`src/rtl/i2c_cs_pkg.sv`:
```
package i2c_cs_pkg;
  localparam int BYTE_W = 8;

  typedef enum logic [2:0] {
    ST_IDLE,
    ST_ADDR,
    ST_AACK,
    ST_WDATA,
    ST_WACK,
    ST_RDATA,
    ST_RACK
  } cs_state_t;
endpackage

```
`src/rtl/i2c_cs_glitch_filter.sv`:
```
module i2c_cs_glitch_filter #(
  parameter int LINES       = 2,
  parameter int SYNC_STAGES = 2,
  parameter int TAPS        = 3
) (
  input  logic             clk,
  input  logic             rst,
  input  logic [LINES-1:0] line_in,
  output logic [LINES-1:0] line_out
);
  localparam int HALF = TAPS / 2;

  function automatic logic majority(input logic [TAPS-1:0] w);
    int ones;
    ones = 0;
    for (int i = 0; i < TAPS; i++) ones += int'(w[i]);
    return ones > HALF;
  endfunction

  for (genvar g = 0; g < LINES; g++) begin : g_line
    logic [SYNC_STAGES-1:0] sync_q;
    logic [TAPS-1:0]        win_q;
    logic                   out_q;

    always_ff @(posedge clk) begin
      if (rst) begin
        sync_q <= '1;
        win_q  <= '1;
        out_q  <= 1'b1;
      end else begin
        sync_q <= {sync_q[SYNC_STAGES-2:0], line_in[g]};
        win_q  <= {win_q[TAPS-2:0], sync_q[SYNC_STAGES-1]};
        out_q  <= majority(win_q);
      end
    end

    assign line_out[g] = out_q;
  end
endmodule

```
`src/rtl/i2c_cs_engine.sv`:
```
module i2c_cs_engine
  import i2c_cs_pkg::*;
#(
  parameter int                  ADDR_HI_W = 4,
  parameter logic [ADDR_HI_W-1:0] ADDR_HI  = 4'b1110,
  parameter int                  STRAP_W   = 3,
  parameter int                  REG_W     = 4
) (
  input  logic               clk,
  input  logic               rst,
  input  logic               scl_f,
  input  logic               sda_f,
  input  logic [STRAP_W-1:0] strap,
  input  logic [BYTE_W-1:0]  rd_byte,
  output logic               sda_drive_low,
  output logic               commit,
  output logic [REG_W-1:0]   wr_data
);
  localparam int CNT_W = $clog2(BYTE_W + 1);
  localparam logic [CNT_W-1:0] LAST_BIT = CNT_W'(BYTE_W);

  cs_state_t          state;
  logic [CNT_W-1:0]   bitcnt;
  logic [BYTE_W-1:0]  rx_q;
  logic [BYTE_W-1:0]  tx_q;
  logic               rw_q;
  logic               pending_q;
  logic               scl_q, sda_q;
  logic               scl_rise, scl_fall, start_c, stop_c, addr_hit;

  assign scl_rise = scl_f & ~scl_q;
  assign scl_fall = ~scl_f & scl_q;
  assign start_c  = scl_f & scl_q & sda_q & ~sda_f;
  assign stop_c   = scl_f & scl_q & ~sda_q & sda_f;
  assign addr_hit = (rx_q[BYTE_W-1:1] == {ADDR_HI, strap});

  always_ff @(posedge clk) begin
    if (rst) begin
      state         <= ST_IDLE;
      bitcnt        <= '0;
      rx_q          <= '0;
      tx_q          <= '0;
      rw_q          <= 1'b0;
      pending_q     <= 1'b0;
      scl_q         <= 1'b1;
      sda_q         <= 1'b1;
      sda_drive_low <= 1'b0;
      commit        <= 1'b0;
      wr_data       <= '0;
    end else begin
      scl_q  <= scl_f;
      sda_q  <= sda_f;
      commit <= 1'b0;
      if (stop_c) begin
        state         <= ST_IDLE;
        sda_drive_low <= 1'b0;
        if (pending_q) begin
          commit    <= 1'b1;
          pending_q <= 1'b0;
        end
      end else if (start_c) begin
        state         <= ST_ADDR;
        bitcnt        <= '0;
        sda_drive_low <= 1'b0;
      end else begin
        unique case (state)
          ST_ADDR, ST_WDATA: begin
            if (scl_rise) begin
              rx_q   <= {rx_q[BYTE_W-2:0], sda_f};
              bitcnt <= bitcnt + 1'b1;
            end else if (scl_fall && bitcnt == LAST_BIT) begin
              if (state == ST_WDATA) begin
                wr_data       <= rx_q[REG_W-1:0];
                pending_q     <= 1'b1;
                sda_drive_low <= 1'b1;
                state         <= ST_WACK;
              end else if (addr_hit) begin
                rw_q          <= rx_q[0];
                sda_drive_low <= 1'b1;
                state         <= ST_AACK;
              end else begin
                state <= ST_IDLE;
              end
            end
          end
          ST_AACK: begin
            if (scl_fall) begin
              bitcnt <= '0;
              if (rw_q) begin
                tx_q          <= rd_byte;
                sda_drive_low <= ~rd_byte[BYTE_W-1];
                state         <= ST_RDATA;
              end else begin
                sda_drive_low <= 1'b0;
                state         <= ST_WDATA;
              end
            end
          end
          ST_WACK: begin
            if (scl_fall) begin
              sda_drive_low <= 1'b0;
              bitcnt        <= '0;
              state         <= ST_WDATA;
            end
          end
          ST_RDATA: begin
            if (scl_rise) begin
              bitcnt <= bitcnt + 1'b1;
            end else if (scl_fall) begin
              if (bitcnt == LAST_BIT) begin
                sda_drive_low <= 1'b0;
                state         <= ST_RACK;
              end else begin
                tx_q          <= {tx_q[BYTE_W-2:0], 1'b0};
                sda_drive_low <= ~tx_q[BYTE_W-2];
              end
            end
          end
          ST_RACK: begin
            if (scl_rise && sda_f) begin
              state <= ST_IDLE;
            end else if (scl_fall) begin
              tx_q          <= rd_byte;
              sda_drive_low <= ~rd_byte[BYTE_W-1];
              bitcnt        <= '0;
              state         <= ST_RDATA;
            end
          end
          default: ;
        endcase
      end
    end
  end

  // a new pull-down begins only while filtered SCL is low
  p_pull_scl_low_r11: assert property (@(posedge clk) disable iff (rst)
    $rose(sda_drive_low) |-> !$past(scl_f));

  // master not-acknowledge during a read releases the line and idles
  p_nack_release_r7: assert property (@(posedge clk) disable iff (rst)
    (state == ST_RACK && scl_rise && sda_f && !start_c && !stop_c)
      |=> (state == ST_IDLE && !sda_drive_low));

  // an address byte that does not match leaves the line released
  p_no_ack_mismatch_r2: assert property (@(posedge clk) disable iff (rst)
    (state == ST_ADDR && scl_fall && bitcnt == LAST_BIT && !addr_hit && !start_c && !stop_c)
      |=> !sda_drive_low);
endmodule

```
`src/rtl/i2c_chan_select.sv`:
```
module i2c_chan_select
  import i2c_cs_pkg::*;
#(
  parameter int N_CHAN      = 4,
  parameter int STRAP_W     = 3,
  parameter int SYNC_STAGES = 2,
  parameter int FILT_TAPS   = 3
) (
  input  logic               clk,
  input  logic               rst,
  input  logic               bus_rst_n,
  input  logic [STRAP_W-1:0] strap,
  input  logic               scl_in,
  input  logic               sda_in,
  output logic               sda_drive_low,
  output logic [N_CHAN-1:0]  chan_en
);
  localparam int ADDR_HI_W = 7 - STRAP_W;
  localparam logic [ADDR_HI_W-1:0] ADDR_HI = ADDR_HI_W'(4'b1110 >> STRAP_W - 3);

  logic [1:0]        line_f;
  logic [1:0]        brst_sync;
  logic              core_rst;
  logic              commit;
  logic [N_CHAN-1:0] wr_data;
  logic [N_CHAN-1:0] chan_q;
  logic [BYTE_W-1:0] rd_byte;

  i2c_cs_glitch_filter #(
    .LINES(2), .SYNC_STAGES(SYNC_STAGES), .TAPS(FILT_TAPS)
  ) u_filter (
    .clk(clk), .rst(rst), .line_in({sda_in, scl_in}), .line_out(line_f)
  );

  always_ff @(posedge clk) begin
    if (rst) brst_sync <= 2'b11;
    else     brst_sync <= {brst_sync[0], bus_rst_n};
  end

  assign core_rst = rst | ~brst_sync[1];

  i2c_cs_engine #(
    .ADDR_HI_W(ADDR_HI_W), .ADDR_HI(ADDR_HI), .STRAP_W(STRAP_W), .REG_W(N_CHAN)
  ) u_engine (
    .clk(clk), .rst(core_rst), .scl_f(line_f[0]), .sda_f(line_f[1]),
    .strap(strap), .rd_byte(rd_byte), .sda_drive_low(sda_drive_low),
    .commit(commit), .wr_data(wr_data)
  );

  always_ff @(posedge clk) begin
    if (core_rst)    chan_q <= '0;
    else if (commit) chan_q <= wr_data;
  end

  assign rd_byte = {{(BYTE_W - N_CHAN){1'b0}}, chan_q};
  assign chan_en = chan_q;

  // the enables change only on a commit produced by STOP, or by reset
  p_commit_at_stop_r3: assert property (@(posedge clk) disable iff (rst)
    (chan_en != $past(chan_en)) |-> ($past(commit) || $past(core_rst)));

  // an active reset leaves enables clear and SDA released
  p_reset_outputs_r8: assert property (@(posedge clk) disable iff (rst)
    core_rst |=> (chan_en == '0 && !sda_drive_low));
endmodule

```
`config.mk`:
```
export PLATFORM = sky130hd
export DESIGN_NAME = i2c_chan_select
export DESIGN_NICKNAME = d
export VERILOG_FILES = /design/src/rtl/i2c_cs_pkg.sv /design/src/rtl/i2c_cs_glitch_filter.sv /design/src/rtl/i2c_cs_engine.sv /design/src/rtl/i2c_chan_select.sv
export SDC_FILE = /design/constraint.sdc
export NUM_CORES = 1
export LEC_CHECK = 0
export BUFFER_PORTS_ARGS = -buffer_cell sky130_fd_sc_hd__buf_2
export CAP_MARGIN = 10
export CORE_AREA = 2 2 83 85
export DETAILED_ROUTE_END_ITERATION = 7
export DIE_AREA = 0 0 85 87
export SLEW_MARGIN = 40
export SYNTH_ARGS = -nofsm -noshare
export SYNTH_HDL_FRONTEND = slang
export SYNTH_SLANG_ARGS = --single-unit
```
`constraint.sdc`:
```
create_clock -name clk -period 2.56 [get_ports clk]
set_input_delay 0.512 -clock clk [delete_from_list [all_inputs] [get_ports clk]]
set_output_delay 0.512 -clock clk [all_outputs]
set_load 0.005 [all_outputs]
```
==> summary.txt <==
Floorplan
  • Full die area: 7400 µm²
  • Starting Density: 0.338
  • Width of the die: ~85 µm
  • Core Area: 6570 µm²
  • I/O Pins: 13
  • Die H: 87 µm
  • Row count: 30

STA
  • RSZ-0062 raised after global routing: no
  • Fmax: 0.528 GHz
  • Setup TNS: 0 ps
  • WHS: 379 ps
  • Fin crit share: 0.740
  • Final hold vios: 0
  • Fin. max-slew vios: 0
  • Worst slew margin: 0.622
  • Worst-Margin Slew: approximately 570 ps
  • Final clock skew: ~6 ps
  • Clock period minus final worst setup slack: 1890 ps
  • Final setup viols: 0

Critical path
  • WP depth: 5
  • CP bufs+invs: 0
  • CP top delay family: simple AND/OR/NAND/NOR gates
  • Crit Path Class: reg2reg
  • Nature of the critical path endpoint: flop
  • Max FO, Critical Path: 16
  • Worst EP required: 2800 ps
  • Critical path data arrival time: 2140 ps
  • CP Cell Sequence: nand3b_4 -> o32ai_4 -> nand2_2 -> or3_1 -> a21oi_1
  • CP max stage delay: 690 ps
  • Crit start category: flop
  • R2r worst-path depth: 5
  • Slowest library cell on the worst path: dfxtp_1

CTS
  • Clk_lat worst skew: 310 ps
  • CTS tree: built
  • Post-CTS setup buffers: 0
  • Clk pin slew, worst setup/hold paths: 90 ps
  • TritonCTS Buffers: 5
  • PostCTS Resize Cnt: 0
  • H-Tree Depth: 2
  • Quantity of hold-fixing buffers added after cts: 0
  • Max Root-Sink Buffers: 2
  • Clock sink count: 50
  • CTS root buf: clkbuf_8

Route
  • Via density: 5.00
  • Remaining DRCs: 0
  • Final ANT Viol Nets: 0
  • Initial drt markers: 110
  • Final WL: 3900 µm
  • Routed length per placed instance: 12.2 µm
  • Via count: 1,605
  • Drt first pass iters: 4

Finish
  • Area grow syn2layout: 11.7%
  • Final nets: around 250
  • Layout Utilization: 0.378
  • Ant diodes: 0
  • Layout cells sized above 1: 0.187

Power and ir drop
  • Pint: 1.22 mW
  • Comb power frac: 0.030
  • Peak supply drop: 0.485 mV
  • Leakage power: between 0.9 and 1 nW
  • Flop pwr share: 0.521
  • Clock group share of total power: 0.449
  • Switching power: 0.297 mW
  • Sw Share: 0.196
  • Power Density: 611 nW/µm²
  • Overall Power: 1.52 mW

Global route
  • GRT busiest layer: met2
  • Met3 Use GR: 0.0370
  • Vias in the first global route: around 1,500
  • Met1 Use GR: 0.154
  • Largest net degree at the start of global routing: 27
  • Final global-route overflow total: 0
  • Initial antenna violation count: 0
  • GR Util All Layers: 0.113
  • Met2 usage: 0.167
  • First-pass GRT wire length: slightly below 7000 µm

Synth
  • Sequential share of the synthesized area: 0.450
  • Syn nets: approximately 240
  • Cell Area, Synth: around 2200 µm²
  • Asr flop ratio synth: 0
  • Area share of the largest cell type after synthesis: 0.450
  • Synth area leader: dfxtp_1
  • Largest cells by area after synthesis: dfxtp_1, mux2i_1, nor2_1, or2_2, a21oi_1
  • Synthesis-stage register bit count: 50
  • Yosys warnings: 0
  • Unique cell type count in the Yosys netlist: 56
  • Mapped Cells: approximately 230
  • Mean Syn Cell Area: roughly 9.6 µm²
  • Post-synth EDFFs: 0
  • Top_reg_cell synth: dfxtp_1

Placement
  • GPL Wtd Cong: just over 0.8
  • IO buf count: 12
  • DP Wirelength: 2710 µm

Worst hold path
  • Worst Hold Class: in2reg
  • Hold path cells: 2

Run
  • Max-Cap Viols: 0

Run status
  • Status: completed
cells in the final DEF, fill, tap and decap left out, types with 5 or more instances in the layout:
cell,Yosys,final
dfxtp_1,50,50
nor2_1,24,24
mux2i_1,22,22
or2_2,13,13
a21oi_1,12,12
buf_2,3,12
inv_1,8,8
nand2_1,8,8
nand3_1,6,6
clkbuf_8,0,6
nand2b_1,5,5
or3_1,5,5
worst reg2reg max path: stages (launching register included):
cell	delay, ps
dfxtp_1	690
nand3b_4	240
o32ai_4	230
nand2_2	180
or3_1	340
a21oi_1	140
logic make-up after synthesis:
kind of cell / Yosys count / share of synthesized area
AOI/OAI and AO/OA: 40 / 0.132
xor gates and xnor gates: 4 / 0.0158
adders and majority gates: 4 / 0.0225
buffers and inverters: 22 / 0.0445
DFF: 50 / 0.450
muxes: 23 / 0.104
and+or+nand+nor: 89 / 0.231
power by group through the flow:
| stage | clock network [mW] | registers (mW) | logic, mW |
|---|---|---|---|
| floorplan | 0 | 0.805 | 0.0346 |
| global placement | 0 | 0.808 | 0.0451 |
| detailed placement | 0 | 0.808 | 0.0453 |
| CTS | 0.698 | 0.790 | 0.0456 |
| global route | 0.727 | 0.791 | 0.0507 |
| finish | 0.681 | 0.790 | 0.0450 |
flip-flops by register name, summed over array words and instances, names as in the netlist:
register / cells
u_engine.rx_q: 8
u_engine.tx_q: 7
u_filter.g_line.win_q: 6
chan_en: 4
u_engine.bitcnt: 4
u_engine.wr_data: 4
u_filter.g_line.sync_q: 4
u_engine.state: 3
brst_sync: 2
u_filter.g_line.out_q: 2
u_engine.commit: 1
u_engine.pending_q: 1
u_engine.rw_q: 1
u_engine.scl_q: 1
u_engine.sda_drive_low: 1
u_engine.sda_q: 1
cell usage after synthesis (all sizes together) (2+ instances only):
library cell,number
xnor2,4
nor2,24
nand2,9
nor3,4
inv,9
a32o,2
nand3b,2
nor2b,3
a21boi,2
nand3,6
nor3b,2
or2,13
ha,4
and2,2
buf,9
nand2b,5
o21ai,6
mux2i,22
and3,2
a21oi,12
a211o,2
or3,5
a311oi,2
dfxtp,50
a211oi,3
nand4,4
clkbuf,4
layer usage:
layer | vias up | wire (µm) | share of wire
li1 | 832 | - | -
met2 | 21 | 1700 | 0.43
met4 | 0 | 46 | 0.012
met1 | 748 | 2030 | 0.52
met3 | 4 | 131 | 0.034
met5 | - | 0 | 0
worst paths after layout:
check	endpoint	slack [ps]	start
min reg2reg	u_filter.g_line[0].win_q[0]	420	u_filter.g_line[0].sync_q[1]
max reg2reg	u_engine.tx_q[5]	670	u_engine.state[0]
max	u_engine.tx_q[5]	670	u_engine.state[0]
min	u_filter.g_line[1].sync_q[0]	380	sda_in
area by class of cell:
type / instances / area (µm²)
clock inverter: 2 / 60.1
clock buffer: 6 / 82.6
sequential: 50 / 1000
fill: 658 / 4090
inverter: 9 / 33.8
tap: 80 / 100
timing repair buffer: 14 / 75.1
multi-input combinational: 160 / 1130
per-stage QoR:
| step | area (µm²) | setup WS [ps] | std cells |
|---|---|---|---|
| 2_1_floorplan | 2220 | 894 | 232 |
| 3_3_place_gp | 2340 | 657 | 313 |
| 3_5_place_dp | 2340 | 679 | 313 |
| 4_1_cts | 2480 | 651 | 321 |
| 5_1_grt | 2480 | 429 | 321 |
| 6_report | 2480 | 666 | 321 |
(Power assumes the default switching activity.)
